## config.mk

```make
export PLATFORM = sky130hd
export DESIGN_NAME = pinmux_matrix
export DESIGN_NICKNAME = d
export VERILOG_FILES = /design/src/rtl/pinmux_pkg.sv /design/src/rtl/pinmux_keylock.sv /design/src/rtl/pinmux_cfg_bank.sv /design/src/rtl/pinmux_route.sv /design/src/rtl/pinmux_matrix.sv
export SDC_FILE = /design/constraint.sdc
export NUM_CORES = 1
export LEC_CHECK = 0
export BUFFER_PORTS_ARGS = -buffer_cell sky130_fd_sc_hd__buf_2
export CORE_MARGIN = 4
export CORE_UTILIZATION = 55
export DETAILED_ROUTE_END_ITERATION = 12
export GPL_ROUTABILITY_DRIVEN = 0
export PLACE_DENSITY = 0.74
export SYNTH_ARGS = -nofsm -noshare
export SYNTH_HDL_FRONTEND = slang
export SYNTH_SLANG_ARGS = --single-unit
export TNS_END_PERCENT = 5
```

## constraint.sdc

```tcl
create_clock -name clk -period 5.1 [get_ports clk]
set_input_delay 1.02 -clock clk [delete_from_list [all_inputs] [get_ports clk]]
set_output_delay 1.02 -clock clk [all_outputs]
set_load 0.01 [all_outputs]
```

## src/rtl/pinmux_pkg.sv

```systemverilog
package pinmux_pkg;
  localparam int SEL_W = 6;
  localparam logic [SEL_W-1:0] SEL_IDLE = 6'h3F;
  typedef logic [SEL_W-1:0] sel_t;

  // field positions inside a configuration word
  localparam int BIT_OINV   = 9;
  localparam int BIT_IINV   = 10;
  localparam int BIT_PIOE   = 16;
  localparam int BIT_PIOLVL = 17;
  localparam int BIT_INSTAT = 18;

  localparam int KEY_W = 16;
  localparam logic [KEY_W-1:0] KEY_SEED = 16'hACE1;

  function automatic logic [KEY_W-1:0] key_next(input logic [KEY_W-1:0] k);
    return {k[KEY_W-2:0], k[15] ^ k[13] ^ k[12] ^ k[10]};
  endfunction
endpackage

```

## src/rtl/pinmux_keylock.sv

```systemverilog
module pinmux_keylock
  import pinmux_pkg::*;
#(
  parameter int DATA_W = 32
) (
  input  logic              clk,
  input  logic              rst,
  input  logic              key_rd,
  input  logic              other_rd,
  input  logic              key_wr,
  input  logic              any_wr,
  input  logic [DATA_W-1:0] wdata,
  output logic [KEY_W-1:0]  key_q,
  output logic              arm_q
);
  logic rd_seen_q;
  logic match;

  assign match = key_wr && rd_seen_q && (wdata == DATA_W'(key_q));

  always_ff @(posedge clk) begin
    if (rst) begin
      key_q     <= KEY_SEED;
      rd_seen_q <= 1'b0;
      arm_q     <= 1'b0;
    end else if (any_wr) begin
      rd_seen_q <= 1'b0;
      arm_q     <= match;
      if (match) key_q <= key_next(key_q);
    end else if (key_rd) begin
      rd_seen_q <= 1'b1;
    end else if (other_rd) begin
      rd_seen_q <= 1'b0;
    end
  end


  arm_single_use_chk: assert property (@(posedge clk) disable iff (rst)
    (arm_q && any_wr) |=> !arm_q);


  arm_needs_match_chk: assert property (@(posedge clk) disable iff (rst)
    (any_wr && !(key_wr && rd_seen_q)) |=> !arm_q);


  key_step_on_unlock_chk: assert property (@(posedge clk) disable iff (rst)
    !$stable(key_q) |-> arm_q);
endmodule

```

## src/rtl/pinmux_cfg_bank.sv

```systemverilog
module pinmux_cfg_bank
  import pinmux_pkg::*;
#(
  parameter int NUM_PINS = 18,
  parameter int NUM_PIO  = 8,
  localparam int IDX_W   = $clog2(NUM_PINS)
) (
  input  logic                           clk,
  input  logic                           rst,
  input  logic                           wr_en,
  input  logic [IDX_W-1:0]               wr_idx,
  input  logic                           unlock,
  input  sel_t                           wr_sel,
  input  logic                           wr_oinv,
  input  logic                           wr_iinv,
  input  logic                           wr_pioe,
  input  logic                           wr_piolvl,
  output logic [NUM_PINS-1:0][SEL_W-1:0] sel_q,
  output logic [NUM_PINS-1:0]            oinv_q,
  output logic [NUM_PINS-1:0]            iinv_q,
  output logic [NUM_PINS-1:0]            pioe_q,
  output logic [NUM_PINS-1:0]            piolvl_q
);
  for (genvar p = 0; p < NUM_PINS; p++) begin : g_pin
    logic hit;
    assign hit = wr_en && (wr_idx == IDX_W'(p));

    always_ff @(posedge clk) begin
      if (rst) begin
        sel_q[p]  <= SEL_IDLE;
        oinv_q[p] <= 1'b0;
        iinv_q[p] <= 1'b0;
      end else if (hit && unlock) begin
        sel_q[p]  <= wr_sel;
        oinv_q[p] <= wr_oinv;
        iinv_q[p] <= wr_iinv;
      end
    end

    if (p < NUM_PIO) begin : g_pio
      always_ff @(posedge clk) begin
        if (rst) begin
          pioe_q[p]   <= 1'b0;
          piolvl_q[p] <= 1'b0;
        end else if (hit) begin
          pioe_q[p]   <= wr_pioe;
          piolvl_q[p] <= wr_piolvl;
        end
      end
    end else begin : g_nopio
      assign pioe_q[p]   = 1'b0;
      assign piolvl_q[p] = 1'b0;
    end
  end


  locked_fields_chk: assert property (@(posedge clk) disable iff (rst)
    (wr_en && !unlock) |=> ($stable(sel_q) && $stable(oinv_q) && $stable(iinv_q)));
endmodule

```

## src/rtl/pinmux_route.sv

```systemverilog
module pinmux_route
  import pinmux_pkg::*;
#(
  parameter int NUM_PINS  = 18,
  parameter int NUM_PIO   = 8,
  parameter int NUM_FUNCS = 8,
  localparam int FSEL_W   = $clog2(NUM_FUNCS)
) (
  input  logic                           clk,
  input  logic                           rst,
  input  logic [NUM_PINS-1:0][SEL_W-1:0] sel_q,
  input  logic [NUM_PINS-1:0]            oinv_q,
  input  logic [NUM_PINS-1:0]            iinv_q,
  input  logic [NUM_PINS-1:0]            pioe_q,
  input  logic [NUM_PINS-1:0]            piolvl_q,
  input  logic [NUM_PINS-1:0]            pad_in,
  input  logic [NUM_FUNCS-1:0]           func_out,
  input  logic [NUM_FUNCS-1:0]           func_oe,
  output logic [NUM_PINS-1:0]            pad_out_q,
  output logic [NUM_PINS-1:0]            pad_oe_q,
  output logic [NUM_FUNCS-1:0]           func_in_q
);
  logic [NUM_PINS-1:0]  drv_out, drv_oe;
  logic [NUM_FUNCS-1:0] fin, taken;

  for (genvar p = 0; p < NUM_PINS; p++) begin : g_pad
    logic o, e;
    always_comb begin
      o = 1'b0;
      e = 1'b0;
      if (sel_q[p] == SEL_IDLE) begin
        if (p < NUM_PIO) begin
          o = piolvl_q[p] ^ oinv_q[p];
          e = pioe_q[p];
        end
      end else if (sel_q[p] < SEL_W'(NUM_FUNCS)) begin
        o = func_out[sel_q[p][FSEL_W-1:0]] ^ oinv_q[p];
        e = func_oe[sel_q[p][FSEL_W-1:0]];
      end
    end
    assign drv_out[p] = o;
    assign drv_oe[p]  = e;
  end

  // highest pin first so the lowest matching pin is written last and wins
  always_comb begin
    fin   = '0;
    taken = '0;
    for (int p = NUM_PINS - 1; p >= 0; p--) begin
      for (int f = 0; f < NUM_FUNCS; f++) begin
        if (sel_q[p] == SEL_W'(f)) begin
          fin[f]   = pad_in[p] ^ iinv_q[p];
          taken[f] = 1'b1;
        end
      end
    end
  end

  always_ff @(posedge clk) begin
    if (rst) begin
      pad_out_q <= '0;
      pad_oe_q  <= '0;
      func_in_q <= '0;
    end else begin
      pad_out_q <= drv_out;
      pad_oe_q  <= drv_oe;
      func_in_q <= fin;
    end
  end

  logic [NUM_PINS-1:0] mux_only_idle;
  for (genvar p = 0; p < NUM_PINS; p++) begin : g_chk
    assign mux_only_idle[p] = (p >= NUM_PIO) && (sel_q[p] == SEL_IDLE);
  end


  mux_only_idle_chk: assert property (@(posedge clk) disable iff (rst)
    1'b1 |=> ((pad_oe_q & $past(mux_only_idle)) == '0));


  orphan_input_chk: assert property (@(posedge clk) disable iff (rst)
    1'b1 |=> ((func_in_q & ~$past(taken)) == '0));
endmodule

```

## src/rtl/pinmux_matrix.sv

```systemverilog
module pinmux_matrix
  import pinmux_pkg::*;
#(
  parameter int NUM_PINS    = 18,
  parameter int NUM_PIO     = 8,
  parameter int NUM_FUNCS   = 8,
  parameter int ADDR_W      = 8,
  parameter int DATA_W      = 32,
  parameter int STATUS_ADDR = 'h64,
  parameter int KEY_ADDR    = 'h70
) (
  input  logic                 clk,
  input  logic                 rst,
  input  logic                 bus_wr,
  input  logic                 bus_rd,
  input  logic [ADDR_W-1:0]    bus_addr,
  input  logic [DATA_W-1:0]    bus_wdata,
  output logic [DATA_W-1:0]    bus_rdata,
  input  logic [NUM_PINS-1:0]  pad_in,
  output logic [NUM_PINS-1:0]  pad_out,
  output logic [NUM_PINS-1:0]  pad_oe,
  input  logic [NUM_FUNCS-1:0] func_out,
  input  logic [NUM_FUNCS-1:0] func_oe,
  output logic [NUM_FUNCS-1:0] func_in
);
  localparam int IDX_W  = $clog2(NUM_PINS);
  localparam int WIDX_W = ADDR_W - 2;

  logic [WIDX_W-1:0] word_idx;
  logic              cfg_hit, key_hit, stat_hit;
  logic [NUM_PINS-1:0][SEL_W-1:0] sel_q;
  logic [NUM_PINS-1:0] oinv_q, iinv_q, pioe_q, piolvl_q, pad_in_q, mode;
  logic [KEY_W-1:0]    key_q;
  logic                arm_q;
  logic [DATA_W-1:0]   rd_word;

  assign word_idx = bus_addr[ADDR_W-1:2];
  assign cfg_hit  = (bus_addr[1:0] == 2'b00) && (word_idx < WIDX_W'(NUM_PINS));
  assign key_hit  = (bus_addr == ADDR_W'(KEY_ADDR));
  assign stat_hit = (bus_addr == ADDR_W'(STATUS_ADDR));

  pinmux_keylock #(.DATA_W(DATA_W)) u_key (
    .clk      (clk),
    .rst      (rst),
    .key_rd   (bus_rd && key_hit),
    .other_rd (bus_rd && !key_hit),
    .key_wr   (bus_wr && key_hit),
    .any_wr   (bus_wr),
    .wdata    (bus_wdata),
    .key_q    (key_q),
    .arm_q    (arm_q)
  );

  pinmux_cfg_bank #(.NUM_PINS(NUM_PINS), .NUM_PIO(NUM_PIO)) u_cfg (
    .clk       (clk),
    .rst       (rst),
    .wr_en     (bus_wr && cfg_hit),
    .wr_idx    (word_idx[IDX_W-1:0]),
    .unlock    (arm_q),
    .wr_sel    (bus_wdata[SEL_W-1:0]),
    .wr_oinv   (bus_wdata[BIT_OINV]),
    .wr_iinv   (bus_wdata[BIT_IINV]),
    .wr_pioe   (bus_wdata[BIT_PIOE]),
    .wr_piolvl (bus_wdata[BIT_PIOLVL]),
    .sel_q     (sel_q),
    .oinv_q    (oinv_q),
    .iinv_q    (iinv_q),
    .pioe_q    (pioe_q),
    .piolvl_q  (piolvl_q)
  );

  pinmux_route #(.NUM_PINS(NUM_PINS), .NUM_PIO(NUM_PIO), .NUM_FUNCS(NUM_FUNCS)) u_route (
    .clk       (clk),
    .rst       (rst),
    .sel_q     (sel_q),
    .oinv_q    (oinv_q),
    .iinv_q    (iinv_q),
    .pioe_q    (pioe_q),
    .piolvl_q  (piolvl_q),
    .pad_in    (pad_in),
    .func_out  (func_out),
    .func_oe   (func_oe),
    .pad_out_q (pad_out),
    .pad_oe_q  (pad_oe),
    .func_in_q (func_in)
  );

  for (genvar p = 0; p < NUM_PINS; p++) begin : g_mode
    if (p < NUM_PIO) begin : g_pio
      assign mode[p] = (sel_q[p] == SEL_IDLE);
    end else begin : g_mux
      assign mode[p] = (sel_q[p] != SEL_IDLE);
    end
  end

  always_ff @(posedge clk) begin
    if (rst) pad_in_q <= '0;
    else     pad_in_q <= pad_in;
  end

  always_comb begin
    logic [IDX_W-1:0] ri;
    ri      = word_idx[IDX_W-1:0];
    rd_word = '0;
    if (cfg_hit) begin
      rd_word[SEL_W-1:0]  = sel_q[ri];
      rd_word[BIT_OINV]   = oinv_q[ri];
      rd_word[BIT_IINV]   = iinv_q[ri];
      rd_word[BIT_PIOE]   = pioe_q[ri];
      rd_word[BIT_PIOLVL] = piolvl_q[ri];
      rd_word[BIT_INSTAT] = pad_in_q[ri];
    end else if (stat_hit) begin
      rd_word = DATA_W'(mode);
    end else if (key_hit) begin
      rd_word = DATA_W'(key_q);
    end
  end

  always_ff @(posedge clk) begin
    if (rst)         bus_rdata <= '0;
    else if (bus_rd) bus_rdata <= rd_word;
  end


  unmapped_read_zero_chk: assert property (@(posedge clk) disable iff (rst)
    (bus_rd && !cfg_hit && !stat_hit && !key_hit) |=> (bus_rdata == '0));
endmodule

```

After elaboration in Yosys (flattened, before gate mapping)
Index checks and enable logic that the tools add are counted.
{ "word_totals": {"regBits": 272, "inputBits": 78, "out_inout_bits": 76, "word_cells": 714} }
{ "classes": {"bitwise_logic": 57, "n_lt_le_gt_ge": 38, "reduce_logical": 77, "n_eq_ne": 174, "muxes": 270} }
{ "ops": {"columns": ["op", "count"], "rows": [
  ["$eq 6x3->1 const B", 72],
  ["$mux 1", 219],
  ["$eq 6x2->1 const B", 36],
  ["$bmux 1 s3", 36],
  ["$eq 6x1->1 const B", 18],
  ["$eq 6x6->1 const B", 18],
  ["$logic_not 6->1", 18],
  ["$lt 6x4->1 const B", 18],
  ["$lt 3x4->1 const B", 18],
  ["$ne 6x6->1 const B", 10],
  ["$xor 1x1->1", 47],
  ["$logic_and 1x1->1", 43],
  ["$eq 5x4->1 const B", 8],
  ["$eq 32x16->1", 1],
  ["$mux 32", 1],
  ["$bmux 6 s5", 1],
  ["$reduce_or 3->1", 10],
  ["$bmux 1 s5", 5],
  ["$eq 5x3->1 const B", 4],
  ["$eq 8x7->1 const B", 2],
  ["$mux 16", 1],
  ["$mux 13", 1],
  ["$mux 6", 2],
  ["$eq 5x2->1 const B", 2],
  ["14 further kinds", 25]
]} }

Longest topological paths before layout
{ "logic_depth": {"ltp_word": 19, "depth_mapped": 9, "depth_no_buf": 6} }

By module
From an unflattened synthesis, not the netlist that was laid out.
{ "hier_totals": {"hier_cells": 1948, "hier_area_um2": 18002.3} }
{ "by_module_without_submodules": {"columns": ["mod", "instances", "seq_area_each_um2", "area_each_um2", "cells_per_inst"], "rows": [
  ["pinmux_route", 1, 880.8, 7029.2, 839],
  ["pinmux_cfg_bank", 1, 3203.1, 6292.3, 592],
  ["pinmux_matrix", 1, 740.7, 3671.0, 403],
  ["pinmux_keylock", 1, 360.3, 1009.7, 114]
]} }

Worst setup path before layout
No wires, ideal clock.
{ "synth_path": {"kind": "input to register", "start": "in bus_addr[2]", "end": "reg bus_rdata[2]", "required_ns": 4.980, "setup_slack_ns": 2.301, "arrival_time_ns": 2.680, "path_buffers": 2, "setup_time_ns": 0.120, "stages": 6, "path_cell_list": "buf_2 -> buf_4 -> mux4_2 -> mux4_2 -> o211ai_1 -> nand2_1"} }
{ "synth_via": {"elab_chain_len": 4, "elab_cells_between_ends": 9, "classes_between": "order compare (1); eq/ne (2); mux (5); reduce/logical (1)"} }
{ "synth_lines": {"columns": ["element", "line", "rtl"], "rows": [
  ["start: declaration", "pinmux_matrix.sv:16", "input logic [ADDR_W-1:0] bus_addr,"],
  ["branches (longest 3 deep; another with $bmux 6 s5)", null, null],
  ["$mux 6 (*)", "pinmux_matrix.sv:105", "if (cfg_hit) begin"],
  ["end signal: assignment", "pinmux_matrix.sv:121", "else if (bus_rd) bus_rdata <= rd_word;"],
  ["end: declaration", "pinmux_matrix.sv:18", "output logic [DATA_W-1:0] bus_rdata,"]
]} }
Mark *: on every way between the ends. The select of a mux whose other input is x is not followed.
A chain may end at the register's enable or synchronous reset.

Worst setup path after layout
{ "layout_path": {"start": "in bus_addr[3]", "end": "reg bus_rdata[9]"} }
{ "layout_via": {"elab_chain_len": 4, "elab_cells_between_ends": 9, "classes_between": "order compare (1); eq/ne (2); mux (5); reduce/logical (1)"} }
{ "layout_lines": {"columns": ["element", "line"], "rows": [
  ["branches (longest 3 deep; another with $bmux 1 s5)", null],
  ["$mux 2 (*)", "pinmux_matrix.sv:105"]
]} }
Marked as above.

==> results.cfg <==
[clocking]
h-tree-depth = 1
postCtsSetupRepairBufs = 0
cts_resized = 0
insertion_delay_ns = 0.58
cts_hold_buf = 0
cts.root.buffer_cell = clkbuf_16
numCtsBuffers = 30
cts_buffer_depth = 3
cts.sinks = 259
cts_tree = done
clk_pin_slew_ns = 0.06

[cells_and_area]
fin_nets = 2022
layout_commonest_cell = nand2_1
drive_gt1_share_pct = 19.2
area_delta_synth_final_pct = 8.88
final_cell_mix = 268 x nand2_1, 259 x dfxtp_1, 144 x mux2i_1, 138 x buf_2, 131 x nor2_1
antenna_cells = 0

[worst_setup_path]
reg2reg_to = u_route.func_in_q[3]
cp_max_fo = 29
rrSetupSlack_ns = 2.31
cp_cell_sequence = buf_2, buf_4, nand2b_1, nor3_1, buf_4, o21ai_0, o21ai_0, o211ai_1, nand2_1
endpoint_kind = flop
worstPathArrival_ns = 4.03
crit_required_ns = 5.61
crit_type = in2reg
cp-start-kind = input pin
crit_slowest_cell = nor3_1
crit_path_max_incr_delay_ns = 0.81
rr_worst_depth = 7
r2r-start = u_cfg.iinv_q[1]

[power]
p_per_area_nw_per_um2 = 252
ir_worst_vdd_uv = 280
power.total_mw = 4.74
leakagePower_nw = 7.15

[hold_path]
min_to = bus_rdata[10]
hold_depth = 2
hp-class = reg2reg
hold_start = bus_rdata[10]

[floorplan]
ios = 154
die_w_um = 185
start_util_pct = 56.1
rows = 64
die_area_um2 = 34300
coreArea_um2 = 30700
die_h_um = 185

[synthesis]
avgSynthCellArea_um2 = 8.93
synth-edff-count = 0
syn_inst = 1933
synth_seq_cells = 259
synthDistinctLibCells = 93
ys_seq_area_share_pct = 30.0
ys_warn_count = 0
syn_area_um2 = 17300
async_flop_share_pct = 0
ys.flop_type = dfxtp_1

[global_route]
track_usage_pct = 36.6
grt_antenna_before_repair = 2
gr-total-overflow = 0
grt_start_max_net_pins = 75
grt_pass1_wl_um = 96800
grt_pass1_vias = 15900

[sta]
skew_ns = 0.0186
period_share_pct = 69.1
setup_viol = 0
worst_slew_pin_slew_ns = 1.12
rsz0062_at_grt = false
maxSlewViolCount = 0
slew-limit-headroom_pct = 25.0
finalCriticalPeriod_ns = 3.53
fmax_mhz = 284
hold_viol_final = 0
setup_tns_ns = 0

[placed_design]
port_buffers = 140
place_hpwl_um = 44700

[drt]
drt_iter0_drc = 3031
vias = 17100
viasPerCell = 7.25
final_antenna_net_count = 0
drtPass1Iterations = 7
avgRoutedWirePerCell_um = 27.4
drc = 0
wl_um = 64600

[status]
status = finished, final reports clean

[run]
drv_cap = 0
==> worst max-delay path: cells and delay by family <==
| family | cells | cell delay (ns) |
|---|---|---|
| compound gates | 3 | 0.54 |
| simple gates | 3 | 1.46 |
| buf+inv | 3 | 0.98 |
==> per-stage QoR <==
step	utilization (%)	hold slack (ns)	std cells	area [um2]	worst slack, ns
2_1_floorplan	-	0.447	1945	17300	2.30
3_3_place_gp	57.7	0.454	2308	17700	1.29
3_5_place_dp	57.7	0.456	2308	17700	1.21
4_1_cts	61.1	0.465	2362	18800	1.75
5_1_grt	61.1	0.488	2362	18800	1.51
6_report	61.1	0.473	2362	18800	1.57
==> cell families (layout without fill, tap and decap cells) <==
family | Yosys count | in the layout | synth area share, %
AOI/OAI and AO/OA | 317 | 317 | 12.5
other | 1 | 13 | 0.0217
DFF | 259 | 259 | 30.0
xor gates and xnor gates | 54 | 54 | 2.74
buffers and inverters | 210 | 231 | 5.53
muxes | 275 | 275 | 24.8
and+or+nand+nor | 817 | 817 | 24.4
==> area by class of cell <==
cell class / instances / area, um2
clock buffer: 40 / 860
timing repair buffer: 153 / 803
inverter: 24 / 91.3
fill: 2650 / 12000
clock inverter: 14 / 193
sequential: 259 / 5180
multi-input combinational: 1476 / 11200
tap: 396 / 495
==> state kept, by name, indices dropped and copies added, names as in the netlist <==
name / cells
u_cfg.piolvl_q: 8
u_route.pad_oe_q: 18
bus_rdata: 19
u_key.arm_q: 1
u_cfg.oinv_q: 18
u_key.rd_seen_q: 1
u_cfg.sel_q: 108
u_cfg.pioe_q: 8
u_key.key_q: 16
pad_in_q: 18
u_route.pad_out_q: 18
u_cfg.iinv_q: 18
u_route.func_in_q: 8
==> where the power goes <==
part	total [mW]	internal [mW]	switching [mW]
registers	2.04	2.04	0.00803
logic	0.401	0.136	0.265
clock network	2.29	1.38	0.911
==> Yosys cell counts (all sizes together), types with 4 or more instances <==
| cell type | instances | area, um2 |
|---|---|---|
| nor2 | 141 | 594 |
| buf | 52 | 302 |
| mux4 | 121 | 2730 |
| clkbuf | 134 | 563 |
| o21ai | 61 | 309 |
| mux2 | 10 | 113 |
| nand3 | 84 | 420 |
| o221ai | 4 | 35.0 |
| inv | 24 | 90.1 |
| o211ai | 33 | 248 |
| a2111oi | 6 | 53.8 |
| a32o | 5 | 50.1 |
| mux2i | 144 | 1440 |
| a32oi | 7 | 61.3 |
| nor3b | 7 | 52.6 |
| nor2b | 40 | 250 |
| xor2 | 22 | 193 |
| nand2 | 268 | 1010 |
| or4b | 11 | 110 |
| and4 | 4 | 35.0 |
| a221o | 5 | 51.3 |
| or3 | 14 | 87.6 |
| nor3 | 62 | 322 |
| or2 | 12 | 75.1 |
| nor4 | 43 | 275 |
| or4 | 19 | 154 |
| dfxtp | 259 | 5180 |
| nand4 | 34 | 213 |
| a22oi | 17 | 128 |
| a21oi | 75 | 379 |
| a31oi | 5 | 31.3 |
| nand2b | 24 | 150 |
| and3 | 13 | 82.6 |
| nand3b | 5 | 37.5 |
| o31ai | 8 | 73.8 |
| o32ai | 9 | 86.3 |
| o22ai | 14 | 87.6 |
| a211oi | 32 | 240 |
| nor4b | 15 | 144 |
| or3b | 6 | 55.1 |
| xnor2 | 32 | 280 |
| a311oi | 8 | 70.1 |
==> worst max path at each step <==
stage                            endpoint  depth (start not counted)         from
final                        bus_rdata[9]                          9  bus_addr[3]
after global routing         bus_rdata[9]                          9  bus_addr[3]
after CTS                 u_key.key_q[11]                          6  bus_addr[4]
after detailed placement   u_key.key_q[6]                          6  bus_addr[4]
after global placement    u_key.key_q[15]                          6  bus_addr[4]
after floorplan              bus_rdata[2]                          6  bus_addr[2]
==> layer usage <==
layer / share of wire, % / track usage [%]
met1: 36 / 49.1
met5: 0.020 / 0
met4: 7.6 / 21.0
met3: 17 / 12.2
met2: 40 / 51.7
No activity file was read; power rests on OpenSTA's default activity.
